File: src/rtl/prn_port_pkg.sv
package prn_port_pkg;

    localparam int OFS_W = 4;

    localparam logic [OFS_W-1:0] OFS_STAT_LO = 4'hC;
    localparam logic [OFS_W-1:0] OFS_STAT_HI = 4'hD;
    localparam logic [OFS_W-1:0] OFS_DATA    = 4'hE;
    localparam logic [OFS_W-1:0] OFS_STROBE  = 4'hF;

    localparam int EN_BIT = 6;

    typedef enum logic [1:0] {
        STB_IDLE  = 2'd0,
        STB_SETUP = 2'd1,
        STB_LOW   = 2'd2
    } stb_state_e;

    // synchronized printer lines, bit order fixed for the synchronizer vector
    typedef struct packed {
        logic err;
        logic ack;
        logic busy;
    } line_stat_t;

    typedef struct packed {
        logic             hit;
        logic             wr_stat;
        logic             wr_data;
        logic             wr_strobe;
        logic [OFS_W-1:0] ofs;
    } bus_op_t;

    function automatic logic [15:0] pack_status(line_stat_t l, logic pend, logic en);
        return {l.err, 5'b0, l.ack, l.busy, pend, en, 6'b0};
    endfunction

endpackage

File: src/rtl/prn_sync.sv
module prn_sync #(
    parameter int W = 3
) (
    input  logic         clk,
    input  logic         rst,
    input  logic [W-1:0] d,
    output logic [W-1:0] q
);
    // two flops per line, one chain per bit
    for (genvar i = 0; i < W; i++) begin : g_bit
        logic s1_q, s2_q;
        always_ff @(posedge clk) begin
            if (rst) begin
                s1_q <= 1'b0;
                s2_q <= 1'b0;
            end else begin
                s1_q <= d[i];
                s2_q <= s1_q;
            end
        end
        assign q[i] = s2_q;
    end
endmodule

File: src/rtl/prn_strobe_gen.sv
module prn_strobe_gen
    import prn_port_pkg::*;
#(
    parameter int STB_CYCLES = 4
) (
    input  logic clk,
    input  logic rst,
    input  logic start,
    output logic busy,
    output logic strobe_n
);
    localparam int CNT_W = (STB_CYCLES > 1) ? $clog2(STB_CYCLES) : 1;
    localparam logic [CNT_W-1:0] CNT_LOAD = CNT_W'(STB_CYCLES - 1);

    stb_state_e       state_q;
    logic [CNT_W-1:0] cnt_q;

    always_ff @(posedge clk) begin
        if (rst) begin
            state_q <= STB_IDLE;
            cnt_q   <= '0;
        end else begin
            unique case (state_q)
                STB_IDLE: begin
                    if (start) state_q <= STB_SETUP;
                end
                STB_SETUP: begin
                    state_q <= STB_LOW;
                    cnt_q   <= CNT_LOAD;
                end
                STB_LOW: begin
                    if (cnt_q == '0) state_q <= STB_IDLE;
                    else             cnt_q   <= cnt_q - 1'b1;
                end
                default: state_q <= STB_IDLE;
            endcase
        end
    end

    assign busy     = (state_q != STB_IDLE);
    assign strobe_n = (state_q != STB_LOW);
endmodule

File: src/rtl/prn_irq.sv
module prn_irq (
    input  logic clk,
    input  logic rst,
    input  logic ack_sync,
    input  logic ack_inv,
    input  logic en_wr,
    input  logic en_val,
    input  logic irq_clr,
    output logic en,
    output logic pend,
    output logic rise
);
    logic lvl;
    logic lvl_q, en_q, pend_q;

    assign lvl  = ack_sync ^ ack_inv;
    assign rise = lvl & ~lvl_q;

    always_ff @(posedge clk) begin
        if (rst) begin
            lvl_q  <= 1'b0;
            en_q   <= 1'b0;
            pend_q <= 1'b0;
        end else begin
            lvl_q <= lvl;
            if (en_wr) en_q <= en_val;
            if (!en_q)        pend_q <= 1'b0;
            else if (rise)    pend_q <= 1'b1;
            else if (irq_clr) pend_q <= 1'b0;
        end
    end

    assign en   = en_q;
    assign pend = pend_q;
endmodule

File: src/rtl/prn_port.sv
module prn_port
    import prn_port_pkg::*;
#(
    parameter int                ADDR_W     = 16,
    parameter logic [ADDR_W-1:0] BASE       = 16'hFF40,
    parameter int                STB_CYCLES = 4
) (
    input  logic              clk,
    input  logic              rst,
    input  logic [ADDR_W-1:0] bus_addr,
    input  logic              bus_wr,
    input  logic              bus_rd,
    input  logic [15:0]       bus_wdata,
    output logic [15:0]       bus_rdata,
    output logic [7:0]        prn_data,
    output logic              prn_strobe_n,
    input  logic              prn_busy,
    input  logic              prn_ack,
    input  logic              prn_err,
    input  logic              ack_inv,
    input  logic              irq_clr,
    output logic              irq_req
);
    localparam int TAG_W = ADDR_W - OFS_W;
    localparam logic [TAG_W-1:0] BASE_TAG = BASE[ADDR_W-1:OFS_W];

    bus_op_t    op;
    line_stat_t lines;
    logic [2:0] lines_vec;
    logic       stb_busy;
    logic       en_q, pend_q, ack_rise;
    logic [7:0] data_q;
    logic [15:0] status;
    logic       unused_wbits;

    assign unused_wbits = ^{bus_wdata[15:8], bus_wdata[7], bus_wdata[5:0]};

    // address decode
    always_comb begin
        op.ofs       = bus_addr[OFS_W-1:0];
        op.hit       = (bus_addr[ADDR_W-1:OFS_W] == BASE_TAG);
        op.wr_stat   = op.hit && bus_wr && (op.ofs == OFS_STAT_LO);
        op.wr_data   = op.hit && bus_wr && (op.ofs == OFS_DATA)   && !stb_busy;
        op.wr_strobe = op.hit && bus_wr && (op.ofs == OFS_STROBE) && !stb_busy;
    end

    prn_sync #(.W(3)) sync_i (
        .clk (clk),
        .rst (rst),
        .d   ({prn_err, prn_ack, prn_busy}),
        .q   (lines_vec)
    );
    assign lines = line_stat_t'(lines_vec);

    prn_strobe_gen #(.STB_CYCLES(STB_CYCLES)) stb_i (
        .clk      (clk),
        .rst      (rst),
        .start    (op.wr_strobe),
        .busy     (stb_busy),
        .strobe_n (prn_strobe_n)
    );

    prn_irq irq_i (
        .clk      (clk),
        .rst      (rst),
        .ack_sync (lines.ack),
        .ack_inv  (ack_inv),
        .en_wr    (op.wr_stat),
        .en_val   (bus_wdata[EN_BIT]),
        .irq_clr  (irq_clr),
        .en       (en_q),
        .pend     (pend_q),
        .rise     (ack_rise)
    );

    always_ff @(posedge clk) begin
        if (rst)             data_q <= '0;
        else if (op.wr_data) data_q <= bus_wdata[7:0];
    end

    assign status = pack_status(lines, pend_q, en_q);

    always_comb begin
        bus_rdata = '0;
        if (bus_rd && op.hit) begin
            unique case (op.ofs)
                OFS_STAT_LO: bus_rdata = status;
                OFS_STAT_HI: bus_rdata = {8'h00, status[15:8]};
                OFS_DATA:    bus_rdata = {8'h00, data_q};
                default:     bus_rdata = '0;
            endcase
        end
    end

    assign prn_data = data_q;
    assign irq_req  = pend_q;
endmodule

File: config.mk
export PLATFORM = sky130hd
export DESIGN_NAME = prn_port
export DESIGN_NICKNAME = d
export VERILOG_FILES = /design/src/rtl/prn_port_pkg.sv /design/src/rtl/prn_sync.sv /design/src/rtl/prn_strobe_gen.sv /design/src/rtl/prn_irq.sv /design/src/rtl/prn_port.sv
export SDC_FILE = /design/constraint.sdc
export NUM_CORES = 1
export LEC_CHECK = 0
export CORE_ASPECT_RATIO = 1.1
export CORE_MARGIN = 1.5
export CORE_UTILIZATION = 39
export CTS_CLUSTER_DIAMETER = 50
export DETAILED_ROUTE_END_ITERATION = 6
export GPL_TIMING_DRIVEN = 0
export PLACE_DENSITY = 0.94
export SLEW_MARGIN = 20
export SYNTH_ARGS = -nofsm -noshare
export SYNTH_HDL_FRONTEND = slang
export SYNTH_SLANG_ARGS = --single-unit
File: constraint.sdc
create_clock -name clk -period 7 [get_ports clk]
set_input_delay 1.75 -clock clk [delete_from_list [all_inputs] [get_ports clk]]
set_output_delay 1.75 -clock clk [all_outputs]
set_load 0.1 [all_outputs]
==> results.md <==
- The run finished with clean final reports.
- The total standard cell area after synthesis is 0.00106 mm².
- In this run the mean area of a mapped cell was a little over 8 µm².
- The number of maximum-capacitance constraint violations is 0.
- Of the available clock period, the critical path in the final layout requires 0.949.
- For this run, asynchronously set or reset flops after synthesis account for 0.
- The via count of the first global-routing pass was between 1k and 1.5k.
- The detail-routed via count per cell is around 5.2.
- The endpoint arrival time on the critical path is between 4 and 5 ns.
- The net count reported at finish is roughly 230.
- Setup repair after global routing left no endpoint under its margin.
- The insertion delay of the later-clocked pin in the worst-skew pair is 0.30 ns.
- The detailed router finished its first iteration with 47 violations.
- Power spread over the standard cell area amounts to 135 mW/mm².
- Port buffering added between 50 and 60 buffers.
- The critical path's slowest cell is clkdlybuf4s50_1.
- The count of H-tree levels built during CTS is 1.
- The floorplan step defined a die boundary enclosing 0.00303 mm².
- VDD sags by at most 0.121 mV.
- The overall power of the completed layout is between 200 and 250 µW.
- From synthesis to final layout, the design area changed by 56.9%.
- The share of final-layout standard cells stronger than drive strength 1 is 0.0737.
- The number of cell rows is 19.
- The vertical die dimension is roughly 58 µm.
- In this run, post-CTS hold repair placed 0 buffers.
- The kind of start point of the critical path is a primary input.
- The initial antenna violation count is 0.
- The type of the worst setup path is primary input to output pin.
- The number of pins with negative max-slew slack in the final report came to 0.
- The portion of the post-synthesis area used by sequential elements is 0.398.
- The largest single stage delay on the critical path is between 1 and 1.5 ns.
- The layout has 225 filler cells.
- In the final timing run, aggregate negative setup slack is 0 ns.
- The highest clock rate is about 0.15 GHz.
- For this run, the total global-route usage over all layers was measured as 0.212.
- The count of different cell masters after synthesis is 30.
- The post-synthesis cell type with the largest combined area is dfxtp_1.
- The detailed router placed roughly 1.2k vias in this run.
- Once detail routing completed, the nets flagged for antenna violations numbered 0.
- Clock skew on the completed layout was measured at 0.00337 ns.
- After detailed routing, the average wire length per cell comes to 13.9 µm.
- The leading cell type by number of instances after synthesis is dfxtp_1.
- Broken down by cell family, the worst path's largest delay share belongs to simple AND/OR/NAND/NOR gates.
- The path class of the lowest-slack min-delay path is flip-flop to flip-flop.
- The post-route DRC violation count is 0.
- The core area is 0.00254 mm².
- The setup violation total in the final timing report is 0.
- The total number of yosys warnings is 0.
- TritonCTS built the clock tree.
- The static leakage is between 0.5 and 0.6 nW.
- The number of inserted diodes is 0.
- TritonCTS created 3 clock buffers.
- The number of flip-flops and latches in the synthesized netlist is 21.
- The cell chosen for the clock root is clkbuf_4.
- At the pin with the least slew margin, the transition time is 0.989 ns.
- After synthesis, the most frequently instantiated cells are dfxtp_1, nor2_1, a21oi_1.
- The critical hold path startpoint is sync_i.g_bit[2].s1_q.
- The total count of hold-check failures in the final report is 0.
- By instance count, the cell type seen most on the critical path is clkdlybuf4s50_1.
- After clock tree synthesis, the repair step resized 0 gates.
- The pre-antenna-repair detailed-routing pass consisted of 4 iterations.
- The total detailed-routing wirelength is just over 3000 µm.
- After synthesis, the cell types taking the most area are dfxtp_1, nor2b_1, a21oi_1.
- The first global-routing pass estimated about 4800 µm of wire.
- The overall die width is 52.6 µm.
- The initial core utilization is 0.415.
- The congestion estimate from routability-driven global placement came to ~0.78.
- Walking the worst path, the cells encountered are clkdlybuf4s50_1 > or4b_4 > or4_4 > nor3b_4 > and2_1 > clkdlybuf4s50_1.
- The maximum number of pins on one net before global-route repair is 12.
- The top fanout value on the critical path is 5.
- The proportion of netlist area held by the largest area contributor is 0.398.
- The most used flip-flop cell after synthesis is dfxtp_1.
- The count of pins on the block boundary is 67.
- Summed over all nets, the half-perimeter wirelength after detailed placement is about 2500 µm.
- The cell count after synthesis is 130.
- The first element of the critical path is bus_addr[5].
- The reg-to-reg startpoint is stb_i.state_q[0].
- The worst slew margin relative to its limit is 0.338.
- The critical path capture point type is an output pin.
- The buffer depth of the longest clock path is 2.
- Counting both buffers and inverters, the worst setup path holds a total of 2.
- The clock transition at the register clock pins on the worst setup and hold paths after CTS is ~0.11 ns.
- The clock sink total is 21.
- The minimum clock period after layout is between 6 and 7 ns.
- The number of setup buffers added after CTS is 0.
- The sum of overflow across all layers after global routing is 0.
- For the worst setup path, the data required time is approximately 5.3 ns.
- The synthesized design contains 0 enable-type register cells.
per-stage QoR:
stage	cells	util	hold slack (ns)	worst slack (ns)	instance area [µm²]
2_1_floorplan	134	-	0.414	0.262	1070
3_3_place_gp	217	0.641	0.419	0.399	1630
3_5_place_dp	217	0.641	0.442	0.362	1630
4_1_cts	221	0.651	0.463	0.345	1660
5_1_grt	221	0.651	0.476	0.287	1660
6_report	221	0.651	0.463	0.359	1660
cell families after synthesis:
kind of cell               share of synthesized area
AOI/OAI and AO/OA                              0.137
xor gates and xnor gates                     0.00830
adders and majority gates                     0.0118
buffers and inverters                         0.0829
DFF                                            0.398
muxes                                         0.0190
other                                        0.00355
and+or+nand+nor                                0.339
routing by layer:
layer | part of all wire | wire length [µm] | global-route usage
met3 | 0.054 | 166 | 0.0209
met2 | 0.56 | 1710 | 0.379
met4 | 0.026 | 81 | 0.110
met5 | 0 | 0 | 0
met1 | 0.36 | 1120 | 0.243
cell type report:
cell class              instances  area, µm²  share of cell area
inverters                       6       22.5              0.0136
multi-input cells              97        563               0.340
repair buffers                 52        520               0.314
flip-flops and latches         21        420               0.254
plain buffers                  10       65.1              0.0393
well taps                      31       38.8              0.0234
clock buffers                   4       26.3              0.0159
cell usage in the layout (no fill, tap or decap), types with 2 or more instances in the layout:
cell type,count
nor2b_1,11
nor2_1,14
nor3_1,4
nand2_1,4
clkdlybuf4s50_1,52
buf_4,5
and2_1,4
nor4bb_1,2
a21oi_1,12
dfxtp_1,21
conb_1,5
o21ai_0,10
a22oi_1,2
clkbuf_4,3
mux2i_1,2
inv_1,6
nand3_1,10
a211oi_1,2
nand4_1,5
clkbuf_1,4
sequential cells by signal (all words and copies together), names as in the netlist:
register           cells
irq_i.pend             1
irq_i.lvl_q            1
stb_i.cnt_q            2
sync_i.g_bit.s1_q      3
sync_i.g_bit.s2_q      3
irq_i.en               1
prn_data               8
stb_i.state_q          2
power breakdown:
group	total [mW]	leakage (nW)	internal (mW)	switching, mW
logic	0.0441	0.388	0.0217	0.0224
registers	0.122	0.171	0.121	0.000868
clock network	0.0578	0.0150	0.0222	0.0356
total	0.224	0.574	0.165	0.0589
final timing paths:
check / endpoint / slack [ns] / cells after the start
min: sync_i.g_bit[2].s2_q / 0.46 / 1
max: bus_rdata[4] / 0.36 / 6
max reg2reg: prn_data[3] / 5.32 / 4
min reg2reg: sync_i.g_bit[2].s2_q / 0.46 / 1
No activity file was read; power rests on OpenSTA's default activity.
